File: src/rtl/dma_chan_pkg.sv
`timescale 1ns/1ps
package dma_chan_pkg;
  localparam int DATA_W = 32;
  localparam logic [DATA_W-1:0] CSR_VERSION = 32'hA000_0000;
  localparam logic [DATA_W-1:0] CSR_RO_MASK = 32'hFE00_0007;
  localparam int PEND_BIT   = 0;
  localparam int IEN_BIT    = 4;
  localparam int DRAIN_BIT  = 6;
  localparam int PRST_BIT   = 7;
  localparam int DIR_BIT    = 8;
  localparam int EN_BIT     = 9;
  localparam int LOADED_BIT = 26;

  typedef enum logic [1:0] {
    SEL_CSR   = 2'd0,
    SEL_ADDR  = 2'd1,
    SEL_COUNT = 2'd2,
    SEL_BASE  = 2'd3
  } reg_sel_e;
endpackage

File: src/rtl/dma_csr_ctl.sv
`timescale 1ns/1ps
module dma_csr_ctl
  import dma_chan_pkg::*;
(
  input  logic              clk,
  input  logic              rst_n,
  input  logic              wr_csr,
  input  logic [DATA_W-1:0] wdata,
  input  logic              loaded_set,
  input  logic              irq_req,
  output logic [DATA_W-1:0] csr_q,
  output logic              irq_o,
  output logic              periph_rst_o,
  output logic              periph_en_o,
  output logic              mem_wr_dir_o
);
  logic [DATA_W-1:0] csr_d;
  logic [DATA_W-1:0] wval;
  logic              pulse_d, pulse_q;

  always_comb begin
    wval    = wdata;
    pulse_d = 1'b0;
    if (wdata[PRST_BIT]) begin
      pulse_d = wr_csr;
    end else if (wdata[DRAIN_BIT]) begin
      wval[DRAIN_BIT] = 1'b0;
    end else if (wdata == '0) begin
      wval[DRAIN_BIT] = 1'b1;
    end
    csr_d = csr_q;
    if (wr_csr) begin
      csr_d = (csr_q & CSR_RO_MASK) | (wval & ~CSR_RO_MASK) | CSR_VERSION;
    end
    csr_d[PEND_BIT] = irq_req;
    if (loaded_set) begin
      csr_d[LOADED_BIT] = 1'b1;
    end
  end

  always_ff @(posedge clk or negedge rst_n) begin
    if (!rst_n) begin
      csr_q   <= CSR_VERSION;
      pulse_q <= 1'b0;
    end else begin
      csr_q   <= csr_d;
      pulse_q <= pulse_d;
    end
  end

  assign irq_o        = csr_q[PEND_BIT] & csr_q[IEN_BIT];
  assign periph_rst_o = pulse_q;
  assign periph_en_o  = csr_q[EN_BIT];
  assign mem_wr_dir_o = csr_q[DIR_BIT];

  p_pend_follows_req_r4: assert property (@(posedge clk) disable iff (!rst_n)
    csr_q[PEND_BIT] |-> $past(irq_req));
  p_rst_pulse_cause_r6: assert property (@(posedge clk) disable iff (!rst_n)
    periph_rst_o |-> $past(wr_csr && wdata[PRST_BIT]));
  p_version_forced_r8: assert property (@(posedge clk) disable iff (!rst_n)
    (csr_q[31] && csr_q[29]));
  p_en_rise_cause_r9: assert property (@(posedge clk) disable iff (!rst_n)
    $rose(periph_en_o) |-> $past(wr_csr && wdata[EN_BIT]));
  p_loaded_sticky_r10: assert property (@(posedge clk) disable iff (!rst_n)
    csr_q[LOADED_BIT] |=> csr_q[LOADED_BIT]);
endmodule

File: src/rtl/dma_addr_cnt.sv
`timescale 1ns/1ps
module dma_addr_cnt
  import dma_chan_pkg::*;
#(
  parameter int LEN_W = 16
) (
  input  logic              clk,
  input  logic              rst_n,
  input  logic              wr,
  input  logic [DATA_W-1:0] wdata,
  input  logic              xfer_done,
  input  logic [LEN_W-1:0]  xfer_len,
  output logic [DATA_W-1:0] addr_q
);
  logic [DATA_W-1:0] addr_d;
  logic              addr_en;

  always_comb begin
    addr_en = wr | xfer_done;
    addr_d  = addr_q + DATA_W'(xfer_len);
    if (wr) addr_d = wdata;
  end

  always_ff @(posedge clk or negedge rst_n) begin
    if (!rst_n)       addr_q <= '0;
    else if (addr_en) addr_q <= addr_d;
  end

  p_advance_r11: assert property (@(posedge clk) disable iff (!rst_n)
    (xfer_done && !wr) |=> (addr_q == $past(addr_q) + DATA_W'($past(xfer_len))));
  p_write_wins_r11: assert property (@(posedge clk) disable iff (!rst_n)
    wr |=> (addr_q == $past(wdata)));
endmodule

File: src/rtl/dma_word_reg.sv
`timescale 1ns/1ps
module dma_word_reg
  import dma_chan_pkg::*;
(
  input  logic              clk,
  input  logic              rst_n,
  input  logic              wr,
  input  logic [DATA_W-1:0] wdata,
  output logic [DATA_W-1:0] q
);
  always_ff @(posedge clk or negedge rst_n) begin
    if (!rst_n)  q <= '0;
    else if (wr) q <= wdata;
  end

  p_hold_r12: assert property (@(posedge clk) disable iff (!rst_n)
    !wr |=> $stable(q));
endmodule

File: src/rtl/dma_chan_regs.sv
`timescale 1ns/1ps
module dma_chan_regs
  import dma_chan_pkg::*;
#(
  parameter int BUS_ADDR_W = 6,
  parameter int LEN_W      = 16
) (
  input  logic                  clk,
  input  logic                  rst_n,
  input  logic                  bus_wr,
  input  logic [BUS_ADDR_W-1:0] bus_addr,
  input  logic [3:0]            bus_be,
  input  logic [DATA_W-1:0]     bus_wdata,
  output logic [DATA_W-1:0]     bus_rdata,
  input  logic                  irq_req_i,
  input  logic                  xfer_done_i,
  input  logic [LEN_W-1:0]      xfer_len_i,
  output logic [DATA_W-1:0]     dma_addr_o,
  output logic                  irq_o,
  output logic                  periph_rst_o,
  output logic                  periph_en_o,
  output logic                  mem_wr_dir_o
);
  localparam int SEL_LSB   = 2;
  localparam int SEL_W     = 2;
  localparam int N_PLAIN   = 2;
  localparam int PLAIN_OFS = 2;

  logic [1:0]        rst_sync_q;
  logic              rst_n_s;
  reg_sel_e          sel;
  logic              wr_ok;
  logic [DATA_W-1:0] csr_q;
  logic [DATA_W-1:0] plain_q [N_PLAIN];
  logic              unused_addr_bits;

  always_ff @(posedge clk or negedge rst_n) begin
    if (!rst_n) rst_sync_q <= 2'b00;
    else        rst_sync_q <= {rst_sync_q[0], 1'b1};
  end
  assign rst_n_s = rst_sync_q[1];

  assign sel   = reg_sel_e'(bus_addr[SEL_LSB +: SEL_W]);
  assign wr_ok = bus_wr && (bus_be == 4'hF);
  assign unused_addr_bits = ^{bus_addr[BUS_ADDR_W-1:SEL_LSB+SEL_W], bus_addr[SEL_LSB-1:0]};

  dma_csr_ctl u_csr (
    .clk          (clk),
    .rst_n        (rst_n_s),
    .wr_csr       (wr_ok && sel == SEL_CSR),
    .wdata        (bus_wdata),
    .loaded_set   (wr_ok && sel == SEL_ADDR),
    .irq_req      (irq_req_i),
    .csr_q        (csr_q),
    .irq_o        (irq_o),
    .periph_rst_o (periph_rst_o),
    .periph_en_o  (periph_en_o),
    .mem_wr_dir_o (mem_wr_dir_o)
  );

  dma_addr_cnt #(.LEN_W(LEN_W)) u_addr (
    .clk       (clk),
    .rst_n     (rst_n_s),
    .wr        (wr_ok && sel == SEL_ADDR),
    .wdata     (bus_wdata),
    .xfer_done (xfer_done_i),
    .xfer_len  (xfer_len_i),
    .addr_q    (dma_addr_o)
  );

  for (genvar g = 0; g < N_PLAIN; g++) begin : g_plain
    dma_word_reg u_word (
      .clk   (clk),
      .rst_n (rst_n_s),
      .wr    (wr_ok && (sel == reg_sel_e'(PLAIN_OFS + g))),
      .wdata (bus_wdata),
      .q     (plain_q[g])
    );
  end

  always_comb begin
    unique case (sel)
      SEL_CSR:   bus_rdata = csr_q;
      SEL_ADDR:  bus_rdata = dma_addr_o;
      SEL_COUNT: bus_rdata = plain_q[0];
      default:   bus_rdata = plain_q[1];
    endcase
  end

  p_partial_ignored_r3: assert property (@(posedge clk) disable iff (!rst_n_s)
    (bus_wr && bus_be != 4'hF && !xfer_done_i) |=>
      ($stable(plain_q[0]) && $stable(plain_q[1]) && $stable(dma_addr_o) && $stable(periph_en_o)));
  p_irq_needs_req_r5: assert property (@(posedge clk) disable iff (!rst_n_s)
    irq_o |-> $past(irq_req_i));
endmodule

File: config.mk
export PLATFORM = sky130hd
export DESIGN_NAME = dma_chan_regs
export DESIGN_NICKNAME = d
export VERILOG_FILES = /design/src/rtl/dma_chan_pkg.sv /design/src/rtl/dma_csr_ctl.sv /design/src/rtl/dma_addr_cnt.sv /design/src/rtl/dma_word_reg.sv /design/src/rtl/dma_chan_regs.sv
export SDC_FILE = /design/constraint.sdc
export NUM_CORES = 1
export LEC_CHECK = 0
export CORE_MARGIN = 3
export CORE_UTILIZATION = 54
export CTS_CLUSTER_DIAMETER = 80
export DETAILED_ROUTE_END_ITERATION = 8
export PLACE_DENSITY = 0.94
export SLEW_MARGIN = 25
export SYNTH_ARGS = -nofsm -noshare
export SYNTH_HDL_FRONTEND = slang
export SYNTH_HIERARCHICAL = 1
export SYNTH_SLANG_ARGS = --single-unit
File: constraint.sdc
create_clock -name clk -period 4.71 [get_ports clk]
set_clock_uncertainty 0.15 [all_clocks]
set_input_delay 1.1775 -clock clk [delete_from_list [all_inputs] [get_ports clk]]
set_output_delay 1.1775 -clock clk [all_outputs]
set_load 0.05 [all_outputs]
==> results.txt, run 1 <==
Outcome -> completed
Asr flop ratio synth -> 1.00
Avg Cell Area, Syn -> 12.8 µm²
Synth top area share -> 0.422
Worst Tran Pin Value -> 809 ps
Post-detailed-route wirelength per cell -> 23.1 µm
Nets@finish -> 773
CTS Hold Bufs -> 0
Sequential area share after synthesis -> 0.422
Htree depth -> 4
Overall routed net length -> 20300 µm
Hold WC Path Type -> flip-flop to async pin
Final slew viol count -> 0
Flip-flop and latch area -> 3080 µm²
Post-route setup TNS -> 0 ps
Design Power -> 0.00517 W
Die Wd -> 122 µm
RR Startpoint -> u_addr/addr_q[0]$_DFFE_PN0P_
FP Rows -> 41
Max FO, Critical Path -> 36
Final Wtd Congestion -> 0.915
Worst Path Arrival -> 2750 ps
Ys flop type -> dfrtp_1
Area Growth Syn to Fin -> 29.5%
Minimum clock period -> 4080 ps
Worst setup path class -> input port to output pin
Num CTS Buffers -> 17
Mapped Cells -> 571
Clk root buf -> clkbuf_16
R2r setup slk -> 1820 ps
Post-DRT Antenna Nets -> 0
Input/output buffers -> 126
Multi-input gate area -> 3870 µm²
Initial core utilization -> 0.565
FF+latch count, synth -> 123
Initial DRC Count -> 653
Maximum vdd drop -> 0.000379 V
Die area -> 14900 µm²
Core box area -> 12900 µm²
Synth Cell Area -> 7300 µm²
CTS Sinks -> 123
Count of different cell masters after synthesis -> 69
Biggest area consumer among synthesized cells -> dfrtp_1
Post-cts sizing count -> 0
Max cap viols -> 0
WP data required -> 3380 ps
Reg2reg end -> u_addr/addr_q[20]$_DFFE_PN0P_
DRC -> 0
Clock transition at the registers of the reported paths -> 50 ps
PD cells -> 547 nW/µm²
Via count of the first global-routing pass -> 5811
Worst-Skew Late Latency -> 430 ps
CTS tree -> yes
Congestion Overflow GR -> 0
Initial antenna violation count -> 0
Final Hold Fails -> 0
Part of the cycle the worst path needs -> 0.866
Worst Setup SP -> bus_addr[3]
Dpl hpwl -> 13600 µm
Mean number of vias per cell -> 6.44
Synth warn -> 6
# setup viols final -> 0
Vias -> 5657
EDFF count, synth -> 0
Leak -> 4.06 nW
Setup slack after placement -> 642 ps
N_diodes -> 0
FMAX -> 245 MHz
Largest net degree at the start of global routing -> 78
Die Y -> 122 µm
Final worst setup slack -> 632 ps
Nature of the critical path startpoint -> input port
Core Util, Final -> 0.731
GRT Total Usage -> 0.279
Ranking of synthesized cells by area -> dfrtp_1 (42%), mux2_4 (12%), mux4_2 (8.6%), mux2_2 (3.7%), ha_1 (2.7%)
R2R depth -> 8
RSZ-0062 raised after global routing -> false
Maximum clock insertion buffer count -> 2
First-pass GRT wire length -> 32100 µm
Setup Buffers After CTS -> 0
Io pins -> 131
Worst setup EP type -> output pin
Fill cell count -> 808
Drt pass-1 iters -> 7
Rel. slew slack -> 0.459
Worst Setup EP -> bus_rdata[19]
Fraction of layout cells with a size suffix above 1 -> 0.306
==> stage by stage <==
stage	area, µm²	hold slack (ps)	cells
3_5_place_dp	8850	194	845
4_1_cts	9430	206	877
6_report	9450	151	878
3_3_place_gp	8850	189	845
2_1_floorplan	7320	181	577
5_1_grt	9450	197	878
==> cells in the mapped netlist, types with 5 or more instances <==
cell and instances:
dfrtp_1 123, mux2_4 60, nand2_1 39, mux4_2 28, mux2_2 24, a21oi_1 22, nor2_1 21, nand3_1 20
ha_1 16, xnor2_1 16, o21ai_0 14, buf_2 10, buf_4 10, o21ai_1 10, inv_1 9, nand4_1 9
buf_12 8, clkbuf_1 8, nor4_1 8, mux2i_1 7, a22oi_1 6, nor3_1 6, or3_1 6, a21o_1 5
a221o_1 5, a31oi_1 5, and3_1 5
==> metal layers <==
| layer | share of wire | GRT usage | up-vias |
|---|---|---|---|
| met5 | 0 | 0 | - |
| met4 | 0.033 | 0.105 | 0 |
| met3 | 0.086 | 0.0641 | 75 |
| met2 | 0.49 | 0.453 | 382 |
| met1 | 0.39 | 0.369 | 2817 |
| li1 | - | - | 2383 |
==> cell type report <==
type                       count  share of cell area
timing repair buffer         138               0.176
clock inverter                12              0.0130
sequential                   123               0.326
inverter                       9             0.00358
multi-input combinational    404               0.410
tap                          172              0.0228
clock buffer                  20              0.0483
==> layout by cell type (no fill, tap or decap), types with 3 or more instances in the layout <==
cell type        netlist  layout
dfrtp_1              123     122
clkdlybuf4s50_1        0      93
mux2_4                60      60
nand2_1               39      39
buf_12                 8      32
mux4_2                28      28
mux2_2                24      24
a21oi_1               22      22
nand3_1               20      20
nor2_1                21      19
clkbuf_16              0      17
xnor2_1               16      16
ha_1                  16      16
o21ai_0               14      14
buf_4                 10      12
o21ai_1               10      10
nand4_1                9       9
conb_1                 3       9
inv_1                  9       9
nor4_1                 8       8
mux2i_1                7       7
clkinv_2               0       6
a22oi_1                6       6
or3_1                  6       6
and3_1                 5       5
a21o_1                 5       5
a31oi_1                5       5
nor3_1                 6       5
a221o_1                5       5
mux4_1                 4       4
and2_1                 4       4
a311oi_1               4       4
o21a_1                 4       4
nor2b_1                4       4
a21oi_2                3       3
==> report_power, final <==
part / total [W] / switching [W] / internal [W] / leakage, nW
Clock: 0.00128 / 0.000477 / 0.000801 / 0.285
Sequential: 0.00150 / 0.000239 / 0.00127 / 1.60
Combinational: 0.00238 / 0.00138 / 0.00100 / 2.18
==> how the worst min path moves through the flow <==
stage	slack (ps)	depth (start not counted)	to
after floorplan	180	0	rst_sync_q[1]$_DFF_PN0_
after global placement	190	0	rst_sync_q[1]$_DFF_PN0_
after detailed placement	190	0	rst_sync_q[1]$_DFF_PN0_
after CTS	210	0	rst_sync_q[1]$_DFF_PN0_
after global routing	200	0	g_plain[1].u_word/q[12]$_DFFE_PN0P_
final	150	0	g_plain[1].u_word/q[12]$_DFFE_PN0P_
==> flip-flops by register name (all words and copies together), names as in the netlist <==
register and flops:
u_csr/periph_rst_o 1, u_csr/csr_q 24, g_plain.u_word/q 64, rst_sync_q 2
u_addr/addr_q 32
==> critical path, cell delays in order <==
cell and delay (ps):
clkdlybuf4s50_1 460, buf_4 460, mux4_2 450, buf_12 180
==> logic make-up after synthesis <==
group           Yosys count  share of synthesized area
compound gates           99                     0.0993
xor+xnor                 18                     0.0216
fa+ha+maj                17                     0.0302
buf+inv                  50                     0.0545
flops                   123                      0.422
mux                     123                      0.271
other cells               3                    0.00154
simple gates            138                      0.100
(Power assumes the default switching activity.)
==> inputs of run 2 (changes only) <==
--- a/config.mk
+++ b/config.mk
@@ -9,6 +9,7 @@
 export CORE_UTILIZATION = 54
 export CTS_CLUSTER_DIAMETER = 80
 export DETAILED_ROUTE_END_ITERATION = 8
+export GPL_TIMING_DRIVEN = 0
 export PLACE_DENSITY = 0.94
 export SLEW_MARGIN = 25
 export SYNTH_ARGS = -nofsm -noshare
==> run 2 against run 1 <==
Against the previous run: wire length up 2.0%; final area down 0.89%; final cell count up 3.1%; via count up 0.80%; first-iteration DRC count down 21%; critical path depth unchanged; fmax down 2.4%; worst setup slack worse by 100 ps; total power down 4.2%; largest power group unchanged; highest routed layer unchanged.
==> results.txt, run 2 (synthesis gave the netlist of run 1 again) <==
Largest regs -> g_plain.u_word/q: 64 flops, u_addr/addr_q: 32 flops, u_csr/csr_q: 24 flops (unchanged)
Area Growth Syn to Fin -> 28.3% (was 29.5%)
CTS Sinks -> 123 (unchanged)
Flip-flop and latch area -> 3080 µm² (unchanged)
Max FO, Critical Path -> 10 (was 36)
Mean number of vias per cell -> 6.30 (was 6.44)
Top delay family on crit path -> buffers and inverters (unchanged)
Largest net degree at the start of global routing -> 55 (was 78)
First-pass GRT wire length -> 33000 µm (was 32100 µm)
Leak -> 4.02 nW (was 4.06 nW)
Clk root buf -> clkbuf_16 (unchanged)
WP data required -> 3380 ps (about the same)
FP Rows -> 41 (unchanged)
Design Power -> 0.00495 W (was 0.00517 W)
Rel. slew slack -> 0.446 (was 0.459)
Final Wtd Congestion -> 0.920 (was 0.915)
Io pins -> 131 (unchanged)
Maximum vdd drop -> 0.000375 V (was 0.000379 V)
Hold WC Path Type -> flip-flop to async pin (unchanged)
Die area -> 14900 µm² (unchanged)
Worst stage delay on the critical path -> 730 ps (was 460 ps)
Final worst setup slack -> 532 ps (was 632 ps)
Die Y -> 122 µm (unchanged)
N_diodes -> 0 (unchanged)
Initial DRC Count -> 519 (was 653)
Commonest cells after routing, fill and taps aside -> clkdlybuf4s50_1 (124), dfrtp_1 (122), mux2_4 (60), nand2_1 (39), mux4_2 (28) (was dfrtp_1 (122), clkdlybuf4s50_1 (93), mux2_4 (60), nand2_1 (39), buf_12 (32))
Worst setup path class -> input port to output pin (unchanged)
Post-cts sizing count -> 0 (unchanged)
Commonest non-fill, non-tap cell in the layout -> clkdlybuf4s50_1 (was dfrtp_1)
Nets@finish -> 802 (was 773)
Worst Tran Pin Value -> 825 ps (was 809 ps)
Largest Register -> g_plain.u_word/q (unchanged)
Final slew viol count -> 0 (unchanged)
Worst setup EP type -> output pin (unchanged)
Worst Path Arrival -> 2850 ps (was 2750 ps)
Setup Buffers After CTS -> 0 (unchanged)
Nature of the critical path startpoint -> input port (unchanged)
Outcome -> completed (unchanged)
CTS tree -> yes (unchanged)
Worst-Skew Late Latency -> 420 ps (was 430 ps)
Input/output buffers -> 124 (was 126)
Minimum clock period -> 4180 ps (was 4080 ps)
Congestion Overflow GR -> 0 (unchanged)
Num CTS Buffers -> 17 (unchanged)
Die Wd -> 122 µm (unchanged)
Buf/Inv on CP -> 3 (unchanged)
DRC -> 0 (unchanged)
Multi-input gate area -> 3840 µm² (was 3870 µm²)
Initial core utilization -> 0.565 (unchanged)
Most used cell along the critical path -> buf_2
Max cap viols -> 0 (unchanged)
Drt pass-1 iters -> 5 (was 7)
Via count of the first global-routing pass -> 6006 (was 5811)
Slowest-stage cell, CP -> clkdlybuf4s50_1 (unchanged)
Vias -> 5702 (was 5657)
Post-detailed-route wirelength per cell -> 22.9 µm (was 23.1 µm)
Setup slack after placement -> 269 ps (was 642 ps)
RSZ-0062 raised after global routing -> false (unchanged)
Post-DRT Antenna Nets -> 0 (unchanged)
PD cells -> 529 nW/µm² (was 547 nW/µm²)
Max reg flops -> 64 (unchanged)
Maximum clock insertion buffer count -> 2 (unchanged)
Fraction of layout cells with a size suffix above 1 -> 0.269 (was 0.306)
Htree depth -> 4 (unchanged)
Clock transition at the registers of the reported paths -> 50 ps (about the same)
Final Hold Fails -> 0 (unchanged)
Part of the cycle the worst path needs -> 0.887 (was 0.866)
FMAX -> 239 MHz (was 245 MHz)
Core box area -> 12900 µm² (unchanged)
Dpl hpwl -> 14900 µm (was 13600 µm)
GRT Total Usage -> 0.290 (was 0.279)
Fill cell count -> 845 (was 808)
CTS Hold Bufs -> 0 (unchanged)
Critical-path cell list -> buf_2 > buf_2 > mux4_2 > clkdlybuf4s50_1 (was clkdlybuf4s50_1 > buf_4 > mux4_2 > buf_12)
# setup viols final -> 0 (unchanged)
Overall routed net length -> 20700 µm (was 20300 µm)
Initial antenna violation count -> 0 (unchanged)
## run 2: cell count changes in the layout (fill, tap and decap cells not counted), sizes merged
cell           delta
clkinv            -2
clkinvlp          -1
buf              -10
clkdlybuf4s50    +31
bufinv            -1
clkbuf           +10
## run 2: cell type report
cell class | instances | share of cell area
timing repair buffer | 126 | 0.138
tap | 172 | 0.0230
clock inverter | 8 | 0.00762
buffer | 41 | 0.0389
sequential | 123 | 0.329
inverter | 9 | 0.00361
multi-input combinational | 404 | 0.411
clock buffer | 22 | 0.0496
## run 2: worst reg2reg max path, delay by kind of cell, from the launching register on
kind | cells | cell delay, ps
AOI/OAI and AO/OA | 4 | 1080
adders and majority gates | 2 | 680
and+or+nand+nor | 2 | 440
DFF | 1 | 430
## run 2: path summary, 6_finish.rpt
kind                                              start                             endpoint  slack (ps)  depth (start not counted)
min in group clk                rst_sync_q[0]$_DFF_PN0_              rst_sync_q[1]$_DFF_PN0_         200                          0
max in group asynchronous       rst_sync_q[1]$_DFF_PN0_  g_plain[1].u_word/q[28]$_DFFE_PN0P_        3410                          2
max                                         bus_addr[3]                         bus_rdata[9]         530                          4
min reg2reg                     rst_sync_q[1]$_DFF_PN0_  g_plain[1].u_word/q[13]$_DFFE_PN0P_         130                          0
min                             rst_sync_q[1]$_DFF_PN0_  g_plain[1].u_word/q[13]$_DFFE_PN0P_         130                          0
max reg2reg                u_addr/addr_q[0]$_DFFE_PN0P_        u_addr/addr_q[26]$_DFFE_PN0P_        1870                          8
## run 2: per-layer routing
metal  share of wire  global-route usage  vias to the layer above
li1                -                   -                     2446
met5               0                   0                        -
met1            0.41               0.382                     2881
met4           0.032               0.117                        0
met2            0.49               0.468                      306
met3           0.072              0.0650                       69
## run 2: power breakdown
part           leakage (nW)  switching, W  internal, W  total, W
combinational          2.16       0.00133     0.000901   0.00224
clock                 0.265      0.000468     0.000741   0.00121
sequential             1.60      0.000238      0.00127   0.00150
## run 2: through the flow
stage               setup TNS, ps  instances  utilization  cell area (µm²)  hold WS (ps)
floorplan                       0        577            -             7320           181
global placement           -28300        873        0.679             8780           187
detailed placement              0        875        0.683             8830           144
CTS                             0        905        0.724             9360           148
global route                    0        905        0.724             9360           174
finish                          0        905        0.724             9360           130
